## src/rtl/ovs_tally.sv

```systemverilog
module ovs_tally #(
  parameter int LINES  = 8,
  parameter int WINDOW = 4
) (
  input  logic                                  clk,
  input  logic                                  rst_n,
  input  logic [LINES-1:0]                      ind_n,
  input  logic                                  xfer_vld,
  input  logic                                  start,
  input  logic                                  scan_en,
  input  logic                                  scan_in,
  output logic [$clog2(WINDOW*LINES+1)-1:0]     total,
  output logic                                  done,
  output logic                                  scan_out
);
  localparam int CW  = $clog2(LINES+1);
  localparam int AW  = $clog2(WINDOW*LINES+1);
  localparam int WCW = $clog2(WINDOW+1);

  logic [CW-1:0]  zeros;
  logic [WCW-1:0] seen;
  logic           accept;

  always_comb begin
    zeros = '0;
    for (int i = 0; i < LINES; i++)
      zeros = zeros + CW'(!ind_n[i]);
  end

  assign accept   = xfer_vld && !done && !scan_en;
  assign scan_out = total[AW-1];

  always_ff @(posedge clk or negedge rst_n) begin
    if (!rst_n) begin
      total <= '0;
      seen  <= '0;
      done  <= 1'b0;
    end else if (start) begin
      total <= '0;
      seen  <= '0;
      done  <= 1'b0;
    end else if (scan_en) begin
      total <= {total[AW-2:0], scan_in};
    end else if (accept) begin
      total <= total + AW'(zeros);
      seen  <= seen + WCW'(1);
      if (seen == WCW'(WINDOW-1)) done <= 1'b1;
    end
  end


  clear_chk: assert property (@(posedge clk) disable iff (!rst_n)
    start |=> (total == '0) && !done);


  idle_hold_chk: assert property (@(posedge clk) disable iff (!rst_n)
    (!xfer_vld && !start && !scan_en) |=> $stable(total) && $stable(done));


  done_freeze_chk: assert property (@(posedge clk) disable iff (!rst_n)
    (done && !start && !scan_en) |=> $stable(total) && done);


  shift_chk: assert property (@(posedge clk) disable iff (!rst_n)
    (scan_en && !start) |=> (total[0] == $past(scan_in)) &&
                            (total[AW-1:1] == $past(total[AW-2:0])) &&
                            $stable(done));


  reset_imm_chk: assert property (@(posedge clk)
    !rst_n |-> (total == '0) && !done);
endmodule

```

## config.mk

```make
export PLATFORM = sky130hd
export DESIGN_NAME = ovs_tally
export DESIGN_NICKNAME = d
export VERILOG_FILES = /design/src/rtl/ovs_tally.sv
export SDC_FILE = /design/constraint.sdc
export NUM_CORES = 1
export LEC_CHECK = 0
export BUFFER_PORTS_ARGS = -buffer_cell sky130_fd_sc_hd__buf_2
export CAP_MARGIN = 0
export CORE_ASPECT_RATIO = 0.8
export CORE_MARGIN = 2
export CORE_UTILIZATION = 30
export CTS_CLUSTER_DIAMETER = 80
export DETAILED_ROUTE_END_ITERATION = 8
export GPL_TIMING_DRIVEN = 0
export PLACE_DENSITY = 0.5
export RECOVER_POWER = 50
export SLEW_MARGIN = 10
export SYNTH_ARGS = -nofsm -noshare
export SYNTH_HDL_FRONTEND = slang
export SYNTH_SLANG_ARGS = --single-unit
```

## constraint.sdc

```tcl
create_clock -name clk -period 4.9 [get_ports clk]
set_input_delay 0.49 -clock clk [delete_from_list [all_inputs] [get_ports clk]]
set_output_delay 0.49 -clock clk [all_outputs]
set_load 0.05 [all_outputs]
```

# Word level (Yosys, flattened, before mapping)
# Index checks and enable logic that the tools add are counted.
[op_classes]
add_sub_neg = 9
n_eq_ne = 2
muxes = 10
reduce_logical = 17
[op_table]
columns = ["cell", "n"]
rows = [
  ["$mux W6", 3],
  ["$add A4 B1 Y4", 4],
  ["$logic_not A1 Y1", 10],
  ["$mux W3", 3],
  ["$add A6 B4 Y6", 1],
  ["$add A3 B1 Y4", 1],
  ["$mux W1", 4],
  ["$reduce_bool A2 Y1", 2],
  ["$add A2 B1 Y3", 1],
  ["$add A3 B1 Y3 const B", 1],
  ["$eq A3 B2 Y1 const B", 1],
  ["$reduce_and A3 Y1", 1],
  ["$reduce_bool A3 Y1", 1],
  ["$add A1 B1 Y2", 1],
  ["$logic_and A1 B1 Y1", 2],
  ["$ne A2 B2 Y1 const B", 1],
  ["$reduce_and A2 Y1", 1],
]
[totals]
ff_bits = 10
in_bits = 14
out_inout_bits = 8
word_cells = 41

# Logic depth before layout (Yosys ltp)
[logic_depth]
ltp_word = 12
mapped_depth = 11
mapped_depth_nobuf = 11

# Least setup slack after synthesis
# OpenSTA, ideal clock, no wires.
[synth_timing]
kind = "register to register"
start = "register total[0]"
end = "register total[4]"
setup_ns = 0.099
t_arrival_ns = 3.665
required_ns = 4.801
setup_slack_ns = 1.136
path_stages_with_launch = 11
n_path_buf = 0
period_less_slack_ns = 3.764
path_cell_list = "dfrtp_1 > inv_1 > fa_1 > inv_1 > fa_1 > fa_1 > fa_1 > fa_1 > a211oi_1 > o21ai_0 > a311oi_1"
[synth_via]
elab_chain_len = 4
[synth_lines]
columns = ["item", "line_no", "text"]
rows = [
  ["start, declared", "12", "output logic [$clog2(WINDOW*LINES+1)-1:0] total,"],
  ["start signal, assigned", "43", "total <= {total[AW-2:0], scan_in};"],
  ["start signal, assigned", "45", "total <= total + AW'(zeros);"],
  ["$add A6 B4 Y6", "45", ""],
  ["$mux W6", "44", "end else if (accept) begin"],
  ["$mux W6", "42", "end else if (scan_en) begin"],
  ["$mux W6", "38", "end else if (start) begin"],
]
# No other way between the ends. The select of a mux whose other input is x is not followed.
# A chain may end at the register's enable or synchronous reset.

# Worst setup path in the final report
# Same ends and word-level chain as after synthesis.

==> impl_metrics.ini <==
[placed_design]
io_buffers = 21
dpl-instance-area_um2 = 991
globalplace.congestion = 0.780
dp_slack_ns = 1.12
place_inst = 144
dp_hpwl_um = 1380

[timing]
hold-worst-slack_ns = 0.178
fin_skew_ns = 0.000685
fin_crit_ns = 3.54
fin_ws_ns = 1.36
setup_tns_ns = 0
grt_setup_unrepaired = false
worstMarginPinSlew_ns = 0.589
finalSetupViolCount = 0
hold_violations = 0
maxSlewHeadroom_pct = 60.9
timing.final.crit_share_pct = 72.3
fmax_mhz = 282
maxSlewViolCount = 0

[setup_path]
worst-path-max-fanout = 3
required_ns = 5.07
critical_path.top_delay_family = adder cells
endpoint_kind = flop
cp_num_buf_inv = 2
crit_path_top_delay_cell = fa_1
critPathLaunchType = flop
crit_top_cell = fa_1
critical_path_class = flop to flop
critPathMaxStageDelay_ns = 0.53
worstPathCellList = inv_1, fa_1, inv_1, fa_1, fa_1, fa_1, fa_1, a211oi_1, o21ai_0, a311oi_1
critPathArrivalTime_ns = 3.72

[routing]
drc_errors = 0
ant_nets = 0
vias = 677
detail_route.first_pass.iterations = 4
drt_wl_total_um = 1680
drtIter0Drc = 30
viasPerCell = 4.57
wl_per_cell_um = 11.4

[global_route]
grt_first_pass_wirelength_um = 2730
gr-total-overflow = 0
grt_usage_pct = 11.1
antenna_found_initial = 0
grt_max_degree = 11
grt_pass1_vias = 619

[job]
maxCapViolCount = 0

[layout]
nets = 138
diodes = 0
layout-drive-gt1-share_pct = 26.4
finalCoreUtilization_pct = 37.6
syn_to_final_growth_pct = 21.2
fin_cells = 148
postLayoutCellArea_um2 = 1020

[synthesis]
async_flop_share_pct = 100
synth.most_common_cell = inv_1
syn_inst = 85
netlist_top_cells_count = 11 x inv_1, 10 x dfrtp_1, 8 x ha_1, 7 x nor2_1
syn_avg_cell_area_um2 = 9.86
yosysWarnings = 0
synth_area_um2 = 838
ys_types = 33
synth_flop_cell = dfrtp_1
ys_seq_area_share_pct = 29.9
synthTopCellsByArea = dfrtp_1 30%, fa_1 12%, ha_1 12%
synth_top_cell_by_area = dfrtp_1
ys_seq_elements = 10
synth_edf_count = 0
synth_fp_nets = 112
synth_top_area_share_pct = 29.9

[cts]
clock_path_buffers = 2
path_clk_slew_ns = 0.06
numCtsBuffers = 3
h-tree-depth = 1
insertion_delay_ns = 0.26
cts_tree = done
post-cts-setup-buffers = 0
postCtsHoldBufs = 0
clock_tree.root_cell = clkbuf_4
cts_resized = 0
clkSinkCount = 10

[floorplanning]
die_h_um = 51.3
die_area_um2 = 3240
die_x_um = 63.1
initial_core_util_pct = 31.0
pin_count = 22
coreArea_um2 = 2700
rows = 17

[power_and_ir_drop]
max-vdd-ir-drop_v = 0.000157
power.total_uw = 307
powerDensity_nw_per_um2 = 302
power.static_leakage_nw = 0.507

[status]
status = finished clean

[hold_path]
worst_hold_path_type = input pin to asynchronous set/reset pin
-- worst reg2reg max path: stages, from the launching register on --
cell and delay [ns]:
dfrtp_1 0.36, inv_1 0.08, fa_1 0.51, inv_1 0.05
fa_1 0.53, fa_1 0.43, fa_1 0.41, fa_1 0.42
a211oi_1 0.27, o21ai_0 0.13, a311oi_1 0.25
-- metal layers --
metal | share of wire [%] | wire length (um) | track usage (%) | vias to the layer above
met5 | 0 | 0 | 0 | -
met4 | 0.36 | 6 | 2.22 | 0
met3 | 5.7 | 96 | 4.41 | 2
met2 | 44 | 744 | 16.0 | 15
met1 | 50 | 832 | 15.7 | 320
li1 | - | - | - | 340
-- cell type report --
cell class / count / area (um^2)
inverters: 11 / 41.3
multi-input cells: 59 / 507
clock buffers: 4 / 36.3
well taps: 38 / 47.5
flip-flops and latches: 10 / 250
fillers: 294 / 1690
plain buffers: 5 / 31.3
repair buffers: 21 / 103
-- flip-flops by register name, summed over array words and instances, names as in the netlist --
signal,flops
total,6
seen,3
done,1
-- final timing paths --
check                      slack (ns)       end  cells after the start      from
max                              1.36  total[4]                     10  total[0]
min                              0.18   seen[1]                      1     rst_n
max reg2reg                      1.36  total[4]                     10  total[0]
min reg2reg                      0.53   seen[1]                      2   seen[1]
max in group asynchronous        4.36  total[4]                      1     rst_n
min in group clk                 0.49  total[0]                      3   scan_in
-- cell families (layout without fill, tap and decap cells) --
family,count (synthesis),in the layout,share of synthesized area (%)
buffers and inverters,16,41,9.70
AOI/OAI and AO/OA,17,17,14.2
xor gates and xnor gates,2,2,2.09
and+or+nand+nor,24,24,16.7
adders and majority gates,13,13,23.9
muxes,3,3,3.58
DFF,10,10,29.9
-- cell usage in the layout, fill, tap and decap left out, drive strengths merged --
cell type and instances:
buf 20, inv 11, dfrtp 10, clkbuf 9, ha 8, nor2 7, a211oi 5, fa 5
nand2 4, mux2i 3, a21oi 3, o21ai 3, nor4 2, nand2b 2, o211ai 2, xnor2 2
dlymetal6s2s 1, nor2b 1, and2 1, nor4b 1, nand3b 1, nand3 1, a21boi 1, a31oi 1
and2b 1, or3 1, a311oi 1, and3b 1, nor3b 1, o21ba 1
-- power by group --
group	internal, mW	total (mW)	switching (mW)
Sequential	0.0895	0.0961	0.00665
Combinational	0.0574	0.138	0.0802
Clock	0.0451	0.0734	0.0283
Total	0.192	0.307	0.115
No activity file was read; power rests on OpenSTA's default activity.
